## src/rtl/opf_lock.sv

```systemverilog
module opf_lock #(
  parameter int IN_W  = 6,
  parameter int KEY_W = 3,
  parameter logic [KEY_W-1:0] GOOD_KEY = 3'b101
) (
  input  logic [IN_W-1:0]  in_data,
  input  logic [KEY_W-1:0] key_in,
  output logic             out_prot
);

  generate
    if (KEY_W > IN_W || KEY_W < 1) begin : g_bad_width
      $error("opf_lock: key width must be between 1 and input width");
    end
  endgenerate

  logic base_fn;
  logic slice_hit;
  logic key_wrong;
  logic flip;

  assign base_fn   = ^in_data;
  assign slice_hit = (in_data[KEY_W-1:0] == key_in);
  assign key_wrong = (key_in != GOOD_KEY);
  assign flip      = slice_hit & key_wrong;
  assign out_prot  = base_fn ^ flip;

endmodule

```

## config.mk

```make
export PLATFORM = sky130hd
export DESIGN_NAME = opf_lock
export DESIGN_NICKNAME = d
export VERILOG_FILES = /design/src/rtl/opf_lock.sv
export SDC_FILE = /design/constraint.sdc
export NUM_CORES = 1
export LEC_CHECK = 0
export ABC_AREA = 1
export ABC_CLOCK_PERIOD_IN_PS = 800
export BUFFER_PORTS_ARGS = -buffer_cell sky130_fd_sc_hd__buf_2
export CAP_MARGIN = 20
export CORE_AREA = 2 2 39 41
export DETAILED_ROUTE_END_ITERATION = 8
export DIE_AREA = 0 0 41 43
export MAX_ROUTING_LAYER = met4
export PLACE_DENSITY = 0.31
export SYNTH_ARGS = -nofsm -noshare
export SYNTH_HDL_FRONTEND = slang
export SYNTH_SLANG_ARGS = --single-unit
```

## constraint.sdc

```tcl
create_clock -name vclk -period 0.8
set_clock_uncertainty 0.05 [all_clocks]
set_input_delay 0.12 -clock vclk [all_inputs]
set_output_delay 0.12 -clock vclk [all_outputs]
set_load 0.01 [all_outputs]
```

* After elaboration in Yosys (flattened, before gate mapping)
Index checks and enable logic that the tools add are counted.
Operators by class: eq/ne operators 2, bitwise logic cells 2, reduce and logical (&&, ||, !) cells 1
Operator list (number):
- XOR reduction 6 bit | 1
- == test 3 bit | 1
- != test 3 bit (second input constant) | 1
- bitwise AND 1 bit | 1
- bitwise XOR 1 bit | 1
Word-level totals: register bits 0, input bits 9, output and inout port bits 1, logic and storage cells 5

* Depth between registers and ports, before layout
Gate-level depths: netlist (run 1).
word-level depth 3, gate-level depth with buffers 9

* Least setup slack after synthesis (run 1)
Ideal clock, no wire load.
path kind input to output, start point input in_data[1], end point output out_prot, data arrival time 0.639 ns, required time 0.630 ns, slack -0.009 ns, stages on the path 9, path through inv_1 > nand2_1 > nand2_1 > nand2_2 > nand2_1 > nand2_2 > nand2_1 > nand2_1 > nand2_1
On the way: longest elaborated chain between the ends 3
Ends and longest elaborated chain:
- from (decl) | RTL line 6 | input logic [IN_W-1:0] in_data,
- == test 3 bit | RTL line 23 | assign slice_hit = (in_data[KEY_W-1:0] == key_in);
- bitwise AND 1 bit | RTL line 25 | assign flip = slice_hit & key_wrong;
- bitwise XOR 1 bit * | RTL line 26 | assign out_prot = base_fn ^ flip;
- to (decl) | RTL line 8 | output logic out_prot
Mark *: on every way between the ends. The rest lies on a longest branch, timed or not.

* Final worst setup path (run 1)
start point input in_data[0], end point output out_prot
The elaborated chain is that of the path after synthesis.

==> out/qor.csv, run 1 <==
stage,metric,value,unit
sta,slew_headroom,0.9145,
floorplan,ios,10,
global_route,grt-ovfl-total,0,
critical_path,crit_required,0.63,ns
sta,setup_viol,1,
power_and_ir_drop,p_int,0.0001452,W
routing,viasPerCell,3.826,
sta,fmax,1016,MHz
routing,drc,0,
synthesis,yosysWarningCount,0,
routing,num_vias,264,
floorplan,die_w,41,µm
global_route,grt_max_degree,6,
synthesis,synth_area_per_cell,4.743,µm²
sta,final.min_clock_period,0.9847,ns
critical_path,crit_type,in -> out,
power_and_ir_drop,power_leakage,0.2310,nW
power_and_ir_drop,share_seq_of_total_power,0,
floorplan,dieHeight,43,µm
outcome,status,finished with violations,
power_and_ir_drop,p_switching,0.0001256,W
final_layout,fin_cells,69,
critical_path,cp-end-kind,output pin,
sta,worst_pin_slew,0.1282,ns
synthesis,synth_common_cells,"24 x nand2_1, 6 x inv_1, 3 x nand2_2, 3 x nand3_1",
sta,finalMaxSlewViolations,0,
critical_path,slowest_delay,0.12,ns
worst_hold_path,hold_path_class,in -> out,
sta,worst_slack,-0.1847,ns
critical_path,crit_arrival,0.81,ns
routing,ant_nets,0,
final_layout,syn_to_final_growth,117.8,%
synthesis,synth.area.top_cells,"nand2_1 44%, xnor2_4 13%, inv_1 11%",
place,place_area,276.5,µm²
cts,ctsHoldBuffers,0,
synthesis,synth_cell_type_count,9,
power_and_ir_drop,p_sw_frac,0.4638,
place,place_inst,69,
routing,wl_per_cell,7.319,µm
job,drv_cap,0,
critical_path,crit_fanout,5,
power_and_ir_drop,p_per_area,609.6,nW/µm²
synthesis,synthCells,43,
synthesis,synth_top_area_cell,nand2_1,
synthesis,synth_area,203.9,µm²
floorplan,placementRows,14,
final_layout,layout-drive-gt1-share,0.7736,
final_layout,insertedDiodeCount,0,
routing,first_pass_iters,1,
routing,drt_iter0_drc,0,
final_layout,seq_cell_count,0,
final_layout,clock_buffers,0,
sta,fin_crit_sh,1.231,
global_route,antenna_found_initial,0,
power_and_ir_drop,p_total,0.0002708,W
synthesis,seq_area_frac_synth,0,
floorplan,initial_core_util,0.1474,
place,dp_hpwl,387.1,µm
final_layout,nNetsFinal,64,
place,io_buffer_count,10,
power_and_ir_drop,p_comb_frac,1.000,
critical_path,path_cells,buf_12 > xnor2_2 > nand2_1 > nor2_2 > inv_1 > nand2_1 > nand2_2 > buf_6,
floorplan,core-area,1384,µm²
critical_path,path_common_cell,nand2_1,
global_route,grt_usage,0.06455,
synthesis,yosysMostFrequentCell,nand2_1,
synthesis,synth_top_area_frac,0.4417,
synthesis,syn_nets,52,
sta,final_hold_viol_count,0,
sta,fin_hold_ws,0.6724,ns
critical_path,slowest_stage,buf_12,
final_layout,multi_input_area,234.0,µm²
final_layout,fin_area,444.2,µm²
global_route,grt_pass1_vias,265,
outcome,violations,setup timing,
critical_path,worstSetupStartpointType,input port,
floorplan,dieArea,1763,µm²
place,place_congestion,0.5828,
routing,wirelength,505,µm
final_layout,n_fill_cell,158,
global_route,grt_pass1_wl,855,µm
final_layout,register_area,0,µm²
sta,rsz0062_at_grt,yes,
power_and_ir_drop,ir_worst_vdd,0.1332,mV
power_and_ir_drop,p_clk_frac,0,
[final timing paths]
| check | startpoint | endpoint | slack (ns) | cells past startpoint |
|---|---|---|---|---|
| max | in_data[0] | out_prot | -0.18 | 8 |
| min | key_in[0] | out_prot | 0.67 | 8 |
[layout by cell type (no fill, tap or decap)]
cell / n
inv_2: 2
buf_8: 1
nand2_4: 2
inv_4: 1
inv_1: 3
nand2_1: 6
xnor2_2: 1
nand3_1: 2
nor2_2: 1
buf_12: 3
xnor2_4: 1
nand2_2: 19
buf_2: 2
inv_8: 2
clkinv_1: 1
buf_6: 4
nand3_2: 1
inv_6: 1
[repair_timing]
| action | CTS | global route |
|---|---|---|
| setup endpoints to repair | 1 | 1 |
| buffers inserted | 0 | 0 |
| resized for setup | 19 | 33 |
| gates cloned | 0 | 0 |
| pin swaps | 10 | 16 |
[kinds of logic after synthesis]
logic type             count (synthesis)  synth area share
buffers and inverters                 10            0.1841
XOR/XNOR                               2            0.1779
AND/OR/NAND/NOR                       31            0.6381
[metrics by stage]
step	setup TNS [ns]	utilization	worst slack, ns
after floorplan	0	-	0.0004965
after CTS	-0.2082	0.2414	-0.2082
after global routing	-0.2603	0.3210	-0.2603
final	-0.1847	0.3210	-0.1847
after global placement	-0.2964	0.1998	-0.2964
after detailed placement	-0.2780	0.1998	-0.2780
[per-layer routing]
layer  GRT usage  share of wire  routed length (µm)
met4           0              0                   0
met3           0          0.073                  37
met5           -              0                   0
met1     0.07302           0.40                 200
met2      0.1250           0.53                 267
[critical path: cells and delay by family]
kind	cells	cell delay (ns)
xor gates and xnor gates	1	0.11
buffers and inverters	3	0.27
and+or+nand+nor	4	0.32
[cell type report]
| type | count | share of cell area |
|---|---|---|
| well taps | 16 | 0.04507 |
| repair buffers | 10 | 0.2930 |
| inverters | 10 | 0.1352 |
| multi-input cells | 33 | 0.5268 |
[power by group through the flow]
stage	Sequential (W)	Combinational [W]	Clock [W]
after floorplan	0	0.000106	0
after global placement	0	0.000165	0
after detailed placement	0	0.000162	0
after CTS	0	0.000209	0
after global routing	0	0.000300	0
final	0	0.000271	0
No activity file was read; power rests on OpenSTA's default activity.
==> inputs of run 2 (changes only) <==
BUFFER_PORTS_ARGS = unset   (was -buffer_cell sky130_fd_sc_hd__buf_2)
DONT_BUFFER_PORTS = 1   (was unset)
PLACE_DENSITY = 0.3   (was 0.31)
==> out/qor.csv, run 2 (same netlist as run 1, synthesis figures left out) <==
stage,metric,value,unit,change
outcome,status,completed,,
final_layout,fin_area,381.6,µm²,-14%
power_and_ir_drop,p_comb_frac,1.000,,about the same
sta,worst_pin_slew,0.1318,ns,+0.003611 ns
final_layout,layout-drive-gt1-share,0.7209,,-0.05265
final_layout,mostFrequentLayoutCell,nand2_2,,
final_layout,clock_buffers,0,,unchanged
sta,setup_viol,0,,-1
critical_path,crit_fanout,2,,-3
sta,rsz0062_at_grt,yes,,
power_and_ir_drop,p_clk_frac,0,,unchanged
power_and_ir_drop,p_per_area,507.8,nW/µm²,-17%
final_layout,register_area,0,µm²,unchanged
power_and_ir_drop,power_leakage,0.1953,nW,-15%
floorplan,ios,10,,unchanged
final_layout,mostFrequentLayoutCells,"13 x nand2_2, 7 x nand2_4, 7 x nand2_1",,
global_route,grt_usage,0.05220,,-0.01235
final_layout,syn_to_final_growth,87.12,%,
sta,fin_hold_ws,0.4781,ns,-0.1943 ns
routing,drc,0,,unchanged
floorplan,die_w,41,µm,unchanged
routing,num_vias,227,,-14%
place,io_buffer_count,0,,-10
final_layout,insertedDiodeCount,0,,unchanged
critical_path,crit_type,in -> out,,
floorplan,dieHeight,43,µm,unchanged
place,dp_hpwl,367.2,µm,-5.1%
global_route,grt_pass1_wl,683,µm,-20%
final_layout,fin_cells,59,,-14%
power_and_ir_drop,share_seq_of_total_power,0,,unchanged
cts,post_cts_buffers,0,,unchanged
global_route,grt_max_degree,6,,unchanged
sta,final_hold_viol_count,0,,unchanged
final_layout,final_core_util,0.2758,,-0.04521
power_and_ir_drop,p_sw_frac,0.4920,,+0.02824
routing,viasPerCell,3.847,,+0.56%
power_and_ir_drop,ir_worst_vdd,0.1491,mV,+12%
place,place_area,226.5,µm²,-18%
power_and_ir_drop,p_switching,0.00009535,W,-24%
routing,drt_iter0_drc,2,,+2
floorplan,core-area,1384,µm²,unchanged
place,place_inst,59,,-14%
global_route,antenna_found_initial,0,,unchanged
job,drv_cap,0,,unchanged
floorplan,initial_core_util,0.1474,,unchanged
sta,finalMaxSlewViolations,0,,unchanged
floorplan,placementRows,14,,unchanged
global_route,grt_pass1_vias,187,,-29%
worst_hold_path,hold_path_class,in -> out,,
power_and_ir_drop,p_int,0.00009843,W,-32%
final_layout,nNetsFinal,54,,-16%
critical_path,cp-end-kind,output pin,,
routing,ant_nets,0,,unchanged
critical_path,crit_required,0.63,ns,about the same
routing,first_pass_iters,2,,+1
routing,wl_per_cell,7.729,µm,+5.6%
sta,slew_headroom,0.9121,,-0.002408
final_layout,seq_cell_count,0,,unchanged
critical_path,worstSetupStartpointType,input port,,
floorplan,dieArea,1763,µm²,unchanged
routing,wirelength,456,µm,-9.7%
place,place_congestion,0.5822,,-0.10%
global_route,grt-ovfl-total,0,,unchanged
critical_path,crit_arrival,0.61,ns,-0.20 ns
sta,fin_crit_sh,0.9812,,-0.2497
sta,fmax,1274,MHz,+25%
sta,final.min_clock_period,0.7849,ns,-0.1998 ns
## run 2: cell type report
cell class | count | area [µm²]
Fill cell | 167 | 1002
Multi-Input combinational cell | 33 | 272.8
Inverter | 10 | 88.84
Tap cell | 16 | 20.02
## run 2: per-stage QoR
step | setup TNS (ns) | power (W) | setup slack, ns
final | 0 | 0.0001938 | 0.01508
after global routing | -0.02056 | 0.0002119 | -0.02056
after CTS | -0.001867 | 0.0001532 | -0.001867
after detailed placement | -0.06867 | 0.0001170 | -0.06867
after global placement | -0.07139 | 0.0001174 | -0.07139
after floorplan | 0 | 0.0001056 | 0.0004965
## run 2: power groups by stage
stage	Clock (W)	Combinational (W)	Sequential, W
floorplan	0	0.000106	0
global placement	0	0.000117	0
finish	0	0.000194	0
detailed placement	0	0.000117	0
global route	0	0.000212	0
CTS	0	0.000153	0
## run 2: worst paths after layout
kind / startpoint / to / slack, ns / depth (start not counted)
worst min-delay path: in_data[4] / out_prot / 0.48 / 5
worst max-delay path: key_in[0] / out_prot / 0.02 / 5
## run 2: repair_timing
item,4_1_cts,5_1_grt
setup endpoints to repair,1,1
pin swaps,17,19
hold buffers,0,0
hold endpoints to repair,0,0
gates resized for setup,28,23
## run 2: worst max-delay path: stages
cell and delay (ns):
xnor2_4 0.14, nand2_2 0.08, nor2_4 0.11, nand3_1 0.08, nand2_2 0.09
## run 2: routing by layer
| metal | part of all wire | vias to the layer above | track usage |
|---|---|---|---|
| met4 | 0 | 0 | 0 |
| met5 | 0 | - | - |
| met1 | 0.36 | 97 | 0.06013 |
| met3 | 0.11 | 0 | 0.01047 |
| met2 | 0.52 | 6 | 0.09375 |
| li1 | - | 124 | - |
